File: config.mk
export PLATFORM = sky130hd
export DESIGN_NAME = ckmon_top
export DESIGN_NICKNAME = d
export VERILOG_FILES = /design/src/rtl/ckmon_pkg.sv /design/src/rtl/ckmon_sync.sv /design/src/rtl/ckmon_window.sv /design/src/rtl/ckmon_react.sv /design/src/rtl/ckmon_top.sv
export SDC_FILE = /design/constraint.sdc
export NUM_CORES = 1
export LEC_CHECK = 0
export ABC_AREA = 1
export CORE_MARGIN = 4
export CORE_UTILIZATION = 35
export DETAILED_ROUTE_END_ITERATION = 16
export GPL_ROUTABILITY_DRIVEN = 0
export HOLD_SLACK_MARGIN = 0.02
export SETUP_SLACK_MARGIN = 0.4
export SLEW_MARGIN = 30
export SYNTH_ARGS = -nofsm -noshare
export SYNTH_HDL_FRONTEND = slang
export SYNTH_SLANG_ARGS = --single-unit
File: constraint.sdc
create_clock -name clk_i -period 1.93 [get_ports clk_i]
set_clock_uncertainty 0.2 [all_clocks]
set_input_delay 0.2895 -clock clk_i [delete_from_list [all_inputs] [get_ports clk_i]]
set_output_delay 0.2895 -clock clk_i [all_outputs]
set_load 0.01 [all_outputs]
File: src/rtl/ckmon_pkg.sv
package ckmon_pkg;
  typedef enum logic [1:0] {
    SRC_INT  = 2'b00,
    SRC_EXT  = 2'b01,
    SRC_PLL  = 2'b10,
    SRC_RSVD = 2'b11
  } sys_src_e;
endpackage

File: src/rtl/ckmon_sync.sv
module ckmon_sync #(
  parameter int STAGES = 2
) (
  input  logic clk_i,
  input  logic rst_ni,
  input  logic d_i,
  output logic q_o
);
  logic [STAGES-1:0] sync_q;

  always_ff @(posedge clk_i or negedge rst_ni) begin
    if (!rst_ni) sync_q <= '0;
    else         sync_q <= {sync_q[STAGES-2:0], d_i};
  end

  assign q_o = sync_q[STAGES-1];
endmodule

File: src/rtl/ckmon_window.sv
module ckmon_window #(
  parameter int WIN_CYC   = 64,
  parameter int MIN_EDGES = 2
) (
  input  logic clk_i,
  input  logic rst_ni,
  input  logic arm_i,
  input  logic edge_i,
  output logic fail_o
);
  localparam int CW = (WIN_CYC > 1) ? $clog2(WIN_CYC) : 1;
  localparam int EW = $clog2(MIN_EDGES + 1);
  localparam logic [CW-1:0] CLAST = CW'(WIN_CYC - 1);
  localparam logic [EW-1:0] EMAX  = EW'(MIN_EDGES);

  logic [CW-1:0] cnt_q;
  logic [EW-1:0] edg_q, edg_nxt;
  logic          last;

  assign last    = (cnt_q == CLAST);
  assign edg_nxt = (edge_i && edg_q < EMAX) ? edg_q + 1'b1 : edg_q;
  assign fail_o  = arm_i && last && (edg_nxt < EMAX);

  always_ff @(posedge clk_i or negedge rst_ni) begin
    if (!rst_ni) begin
      cnt_q <= '0;
      edg_q <= '0;
    end else if (!arm_i || last) begin
      cnt_q <= '0;
      edg_q <= '0;
    end else begin
      cnt_q <= cnt_q + 1'b1;
      edg_q <= edg_nxt;
    end
  end

  // edge count saturates at the threshold
  a_r2_edge_sat: assert property (@(posedge clk_i) disable iff (!rst_ni)
    edg_q <= EMAX);
  // window restarts after its last cycle
  a_r2_win_wrap: assert property (@(posedge clk_i) disable iff (!rst_ni)
    last |=> cnt_q == '0);
endmodule

File: src/rtl/ckmon_react.sv
module ckmon_react
  import ckmon_pkg::*;
(
  input  logic     clk_i,
  input  logic     rst_ni,
  input  logic     fail_i,
  input  sys_src_e src_i,
  input  logic     pll_src_ext_i,
  input  logic     irq_clr_i,
  input  logic     rearm_i,
  output logic     failed_o,
  output logic     pll_off_o,
  output logic     sys_force_o,
  output logic     brk_o,
  output logic     irq_o
);
  logic ext_direct, ext_via_pll;

  assign ext_direct  = (src_i == SRC_EXT);
  assign ext_via_pll = (src_i == SRC_PLL) && pll_src_ext_i;

  always_ff @(posedge clk_i or negedge rst_ni) begin
    if (!rst_ni) begin
      failed_o    <= 1'b0;
      pll_off_o   <= 1'b0;
      sys_force_o <= 1'b0;
      brk_o       <= 1'b0;
      irq_o       <= 1'b0;
    end else begin
      brk_o <= fail_i;
      if (fail_i)         irq_o <= 1'b1;
      else if (irq_clr_i) irq_o <= 1'b0;
      if (fail_i) begin
        failed_o    <= 1'b1;
        sys_force_o <= sys_force_o | ext_direct | ext_via_pll;
        pll_off_o   <= pll_off_o | ext_via_pll;
      end else if (rearm_i) begin
        failed_o    <= 1'b0;
        sys_force_o <= 1'b0;
        pll_off_o   <= 1'b0;
      end
    end
  end

  a_r4_brk_single: assert property (@(posedge clk_i) disable iff (!rst_ni)
    brk_o |=> !brk_o);
  a_r5_irq_sticky: assert property (@(posedge clk_i) disable iff (!rst_ni)
    (irq_o && !irq_clr_i) |=> irq_o);
  a_r3_brk_off: assert property (@(posedge clk_i) disable iff (!rst_ni)
    brk_o |-> (failed_o && irq_o));
  a_r7_pll_implies_sw: assert property (@(posedge clk_i) disable iff (!rst_ni)
    pll_off_o |-> sys_force_o);
endmodule

File: src/rtl/ckmon_top.sv
module ckmon_top
  import ckmon_pkg::*;
#(
  parameter int WIN_CYC     = 64,
  parameter int MIN_EDGES   = 2,
  parameter int SYNC_STAGES = 2
) (
  input  logic       clk_i,
  input  logic       rst_ni,
  input  logic       mon_en_i,
  input  logic       osc_on_i,
  input  logic       osc_rdy_i,
  input  logic       ext_clk_i,
  input  logic [1:0] sys_sel_i,
  input  logic       pll_src_ext_i,
  input  logic       irq_clr_i,
  output logic       osc_off_o,
  output logic       pll_off_o,
  output logic       sys_force_int_o,
  output logic       brk_o,
  output logic       irq_o
);
  logic ck_s, ck_prev_q, on_q, rise, armed, rearm, fail;

  ckmon_sync #(.STAGES(SYNC_STAGES)) i_sync (
    .clk_i(clk_i), .rst_ni(rst_ni), .d_i(ext_clk_i), .q_o(ck_s)
  );

  always_ff @(posedge clk_i or negedge rst_ni) begin
    if (!rst_ni) begin
      ck_prev_q <= 1'b0;
      on_q      <= 1'b0;
    end else begin
      ck_prev_q <= ck_s;
      on_q      <= osc_on_i;
    end
  end

  assign rise  = ck_s && !ck_prev_q;
  assign rearm = osc_on_i && !on_q;
  // disarmed after a failure until the oscillator is switched on again
  assign armed = mon_en_i && osc_on_i && osc_rdy_i && !osc_off_o;

  ckmon_window #(.WIN_CYC(WIN_CYC), .MIN_EDGES(MIN_EDGES)) i_window (
    .clk_i(clk_i), .rst_ni(rst_ni), .arm_i(armed), .edge_i(rise), .fail_o(fail)
  );

  ckmon_react i_react (
    .clk_i(clk_i), .rst_ni(rst_ni), .fail_i(fail),
    .src_i(sys_src_e'(sys_sel_i)), .pll_src_ext_i(pll_src_ext_i),
    .irq_clr_i(irq_clr_i), .rearm_i(rearm), .failed_o(osc_off_o),
    .pll_off_o(pll_off_o), .sys_force_o(sys_force_int_o),
    .brk_o(brk_o), .irq_o(irq_o)
  );

  a_r1_armed_only: assert property (@(posedge clk_i) disable iff (!rst_ni)
    brk_o |-> $past(mon_en_i && osc_on_i && osc_rdy_i));
  a_r8_int_no_switch: assert property (@(posedge clk_i) disable iff (!rst_ni)
    (brk_o && $past(sys_sel_i == 2'b00) && !$past(sys_force_int_o)) |-> !sys_force_int_o);
endmodule

# Yosys cells after proc, flatten, opt, wreduce, memory -nomap -nowiden
# Cells that the tools add are included.
# Widths: inputs -> output; s select.
# op_classes
add_sub_neg	2
mul	0
n_div	0
n_lt_le_gt_ge	2
eq_ne	3
shift	0
muxes	9
bitwise	3
reduce_logical	16
# ops
operator	count
$logic_and 1x1->1	9
$add 6x1->6 const B	1
$eq 6x6->1 const B	1
$mux 1	6
$mux 6	1
$logic_not 1->1	4
$lt 2x2->1 const B	2
$mux 2	2
$reduce_bool 2->1	2
$or 1x1->1	3
$add 2x1->2 const B	1
$eq 2x1->1 const B	1
$eq 2x2->1 const B	1
$logic_or 1x1->1	1
# word_totals
reg_bits	17
latch_bits	0
ramBits	0
rom_bits	0
inputBits	10
out_inout_bits	5
word_cells	45
mem_count	0

# Logic depth before layout (Yosys ltp)
# logic_depth
ltp_word	7
ltp_mapped	6
mapped_depth_nobuf	6

# By module
# A second synthesis with hierarchy kept.
# unflattened
hier_cells	77
area_unflattened_um2	703.2
# by_module_without_submodules
module	n_inst	cells_each	area_per_inst_um2
ckmon_window	1	42	371.6
ckmon_react	1	23	198.9
ckmon_top	1	10	82.6
ckmon_sync	1	2	50.0

# Worst setup path after synthesis
# No wires, ideal clock.
# synth_timing
path_type	register -> register
start	reg i_window.cnt_q[0]
end	reg i_window.cnt_q[3]
setup_ps	77
t_arrival_ps	1043
t_required_ps	1653
setup_slack_ps	610
path_stages_with_launch	7
n_path_buf	0
path_cell_list	dfrtp_1 -> ha_1 -> nand3_2 -> nor2_4 -> nor2_2 -> nand2_1 -> a21oi_1
# synth_between
elab_chain_cells	3
word_cells_on_any_way	4
classes_between	add/sub (1); eq/ne (1); mux (1); reduce/logical (1)
# synth_rtl
element	line_no	source
start: declaration	ckmon_window.sv:16	logic [CW-1:0] cnt_q;
start signal: assignment	ckmon_window.sv:32	cnt_q <= cnt_q + 1'b1;
branches (longest 2 deep; another with $add 6x1->6)	-	
$mux 6 (*)	ckmon_window.sv:28	end else if (!arm_i || last) begin
# Mark *: on every way between the ends.
# A chain may end at the register's enable or synchronous reset.

# Worst setup path after layout
# layout_timing
start	reg i_react.failed_o
end	out osc_off_o
# layout_rtl
element	line_no	source
start: declaration	ckmon_react.sv:11	output logic failed_o,
start signal: assignment	ckmon_react.sv:24	failed_o <= 1'b0;
start signal: assignment	ckmon_react.sv:34	failed_o <= 1'b1;
start signal: assignment	ckmon_react.sv:38	failed_o <= 1'b0;
end: declaration	ckmon_top.sv:17	output logic osc_off_o,
# No word-level cell between the ends.

==> flow_summary_export.csv <==
group,metric,value,unit
route,met2_length,601,um
finish,antenna_cells,0,
floorplanning,pin_count,15,
route,wl_per_cell,9.81,um
power,comb_power_share,8.0,%
clocking,insertion_delay,0.28,ns
clocking,cts_tree,"done",
route,antenna_left,0,
yosys,ys_seq_area_share,59.4,%
critical_path,arrival,0.99,ns
critical_path,worstReg2RegStart,"i_window.cnt_q[0]$_DFF_PN0_",
clocking,cts_max_level,1,
critical_path,cp_slowest_cell,"dfrtp_1",
power,p_seq_share,61.4,%
yosys,synth_top_area_share,59.4,%
yosys,synth.ff_latch_count,17,
power,p_per_area,633,mW/mm^2
yosys,syn_area_per_cell,9.80,um^2
critical_path,cp_slowest_stage_delay,0.41,ns
route,met1_length,532,um
timing,drv_slew,0,
power,ir_worst_vdd,0.346,mV
timing,max_freq,677,MHz
critical_path,crit_type,"reg -> out",
power,swShare,21.2,%
finish,fin_cells,121,
route,remaining_drc_errors,0,
clocking,cts.sinks,17,
place,placed_cells,115,
critical_path,required,1.44,ns
critical_path,r2r_end,"i_window.cnt_q[2]$_DFF_PN0_",
global_route,grt_pass1_vias,476,
power,power_frac_clock,30.6,%
clocking,cts.clk_slew.worst_paths,0.09,ns
clocking,cts_hold_repair.buffers,0,
power,p_leak,0.000473,uW
yosys,netlist_instances,73,
floorplanning,die_h,53.2,um
timing,tns,0,ns
global_route,antenna_found_initial,0,
yosys,ys.warnings.count,0,
timing,timing.final.crit_period,1.48,ns
power,p_int,467,uW
route,drtIter0Drc,2,
global_route,globalRouteTotalUtil,10.3,%
global_route,grt_max_degree,18,
yosys,synthTopCellsByCount,"dfrtp_1 (17), inv_1 (11), nand2_1 (11), nor2_1 (11)",
timing,max-slew-margin-rel,86.1,%
critical_path,path_max_fanout,3,
finish,nets,106,
finish,multi_input_area,250,um^2
yosys,synth_top_area_cell,"dfrtp_1",
yosys,synth-edff-count,0,
timing,hold_viol_final,0,
floorplanning,die_area,0.00283,mm^2
yosys,synthFlopType,"dfrtp_1",
critical_path,cp.buffers_inverters,1,
route,routed_via_density,4.17,
finish,nFillCells,208,
timing,finalSetupViolCount,0,
run,drv_cap,0,
yosys,async_reset_ff_share,100,%
hold_path,worstHoldPathType,"in -> async",
route,wl_met3,45,um
route,wirelength,1.19,mm
critical_path,crit_path_start_kind,"flip-flop",
critical_path,reg2regPathDepth,6,
yosys,syn_area,716,um^2
finish,areaGrowthSynthToFinish,30.9,%
floorplanning,fp.coreArea,0.00196,mm^2
critical_path,r2r_slack,0.52,ns
finish,drive_gt1_share,18.1,%
yosys,yosysMostFrequentCell,"dfrtp_1",
clocking,root_buffer,"clkbuf_4",
clocking,numCtsBuffers,3,
critical_path,crit_family,"flip-flops",
floorplanning,rows,16,
yosys,synth_area_leaders,"dfrtp_1 (59%), inv_1 (5.8%), nand2_1 (5.8%)",
finish,seqCellArea,425,um^2
global_route,grt_first_pass_wirelength,2.05,mm
floorplanning,start_util,36.5,%
clocking,clockBufferDepth,2,
timing,tightestPinTransition,0.208,ns
place,io_buffers,14,
global_route,grt-ovfl-total,0,
place,dp_hpwl,932,um
critical_path,worstPathCellList,"dlygate4sd2_1",
yosys,ys_types,21,
route,dr.pass1.iters,4,
run_status,outcome,"finished clean",
power,switching_power,126,uW
timing,post-route-period-util,76.5,%
yosys,syn-num-nets,84,
route,dr.max_layer_used,"met4",
critical_path,cp-end-kind,"primary output",
timing,rsz0062_at_grt,"no",
route,num_vias,504,
floorplanning,die_w,53.2,um
-- worst reg2reg max path, cell delays in order (launching register included) --
cell and delay (ns):
dfrtp_1 0.40, ha_1 0.22, nand3_2 0.13, nor2_4 0.17, nor2_4 0.05, inv_2 0.09
nor2_1 0.05
-- power groups by stage --
stage / Sequential (uW) / Combinational (uW) / Clock, uW
4_1_cts: 365 / 45.6 / 193
3_3_place_gp: 371 / 45.0 / 0
2_1_floorplan: 371 / 15.5 / 0
5_1_grt: 365 / 53.9 / 208
3_5_place_dp: 372 / 45.4 / 0
6_report: 364 / 47.7 / 181
-- timing repair --
action,in CTS,in global routing
resized for setup,5,1
endpoints found under the setup margin,5,4
buffers inserted,0,2
pin swaps,0,0
endpoints found under the hold margin,0,0
-- logic make-up after synthesis --
kind of cell,synth area share (%)
flops,59.4
xor+xnor,2.45
fa+ha+maj,1.75
simple gates,24.3
buf+inv,6.29
compound gates,5.77
-- layout make-up --
cell class	count	share of cell area, %
Clock buffer	4	2.80
Inverter	12	4.81
Multi-Input combinational cell	44	26.7
Sequential cell	17	45.4
Tap cell	27	3.60
Timing Repair Buffer	17	16.7
-- layer usage --
metal	global-route usage (%)	vias up
met5	0	-
met1	13.6	229
li1	-	266
met3	5.92	2
met4	2.55	0
met2	14.3	7
-- worst max path at each step --
stage	from	to	slack [ns]	depth (start not counted)
5_1_grt	i_react.failed_o$_DFFE_PN0P_	osc_off_o	0.41	1
4_1_cts	i_react.failed_o$_DFFE_PN0P_	osc_off_o	0.43	1
3_3_place_gp	osc_on_i	i_window.cnt_q[5]$_DFF_PN0_	0.35	7
3_5_place_dp	osc_on_i	i_react.pll_off_o$_DFFE_PN0P_	0.29	7
2_1_floorplan	i_window.cnt_q[0]$_DFF_PN0_	i_window.cnt_q[3]$_DFF_PN0_	0.61	6
6_report	i_react.failed_o$_DFFE_PN0P_	osc_off_o	0.45	1
-- state kept, by name, indices dropped and copies added, names as in the netlist --
name / flops
ck_prev_q: 1
i_react.sys_force_o: 1
i_window.cnt_q: 6
i_react.pll_off_o: 1
i_sync.sync_q: 2
on_q: 1
i_window.edg_q: 2
i_react.failed_o: 1
i_react.brk_o: 1
i_react.irq_o: 1
-- metrics by stage --
stage / area (um^2) / total power [uW] / hold slack [ns] / util, % / setup WS (ns)
final: 937 / 593 / 0.115 / 47.8 / 0.454
after global routing: 937 / 627 / 0.112 / 47.8 / 0.407
after CTS: 917 / 603 / 0.109 / 46.7 / 0.432
after detailed placement: 897 / 417 / 0.139 / 45.7 / 0.290
after global placement: 897 / 416 / 0.139 / 45.7 / 0.345
after floorplan: 716 / 386 / -0.206 / - / 0.610
-- placed cells by master, fill, tap and decap left out, types with 3 or more instances in the layout --
| cell | instances |
|---|---|
| clkdlybuf4s50_1 | 9 |
| nand3_1 | 3 |
| buf_4 | 3 |
| nand2_1 | 11 |
| dfrtp_1 | 17 |
| a21oi_2 | 3 |
| clkbuf_4 | 3 |
| nor2_1 | 11 |
| inv_1 | 11 |
| dlygate4sd2_1 | 5 |
(Power assumes the default switching activity.)
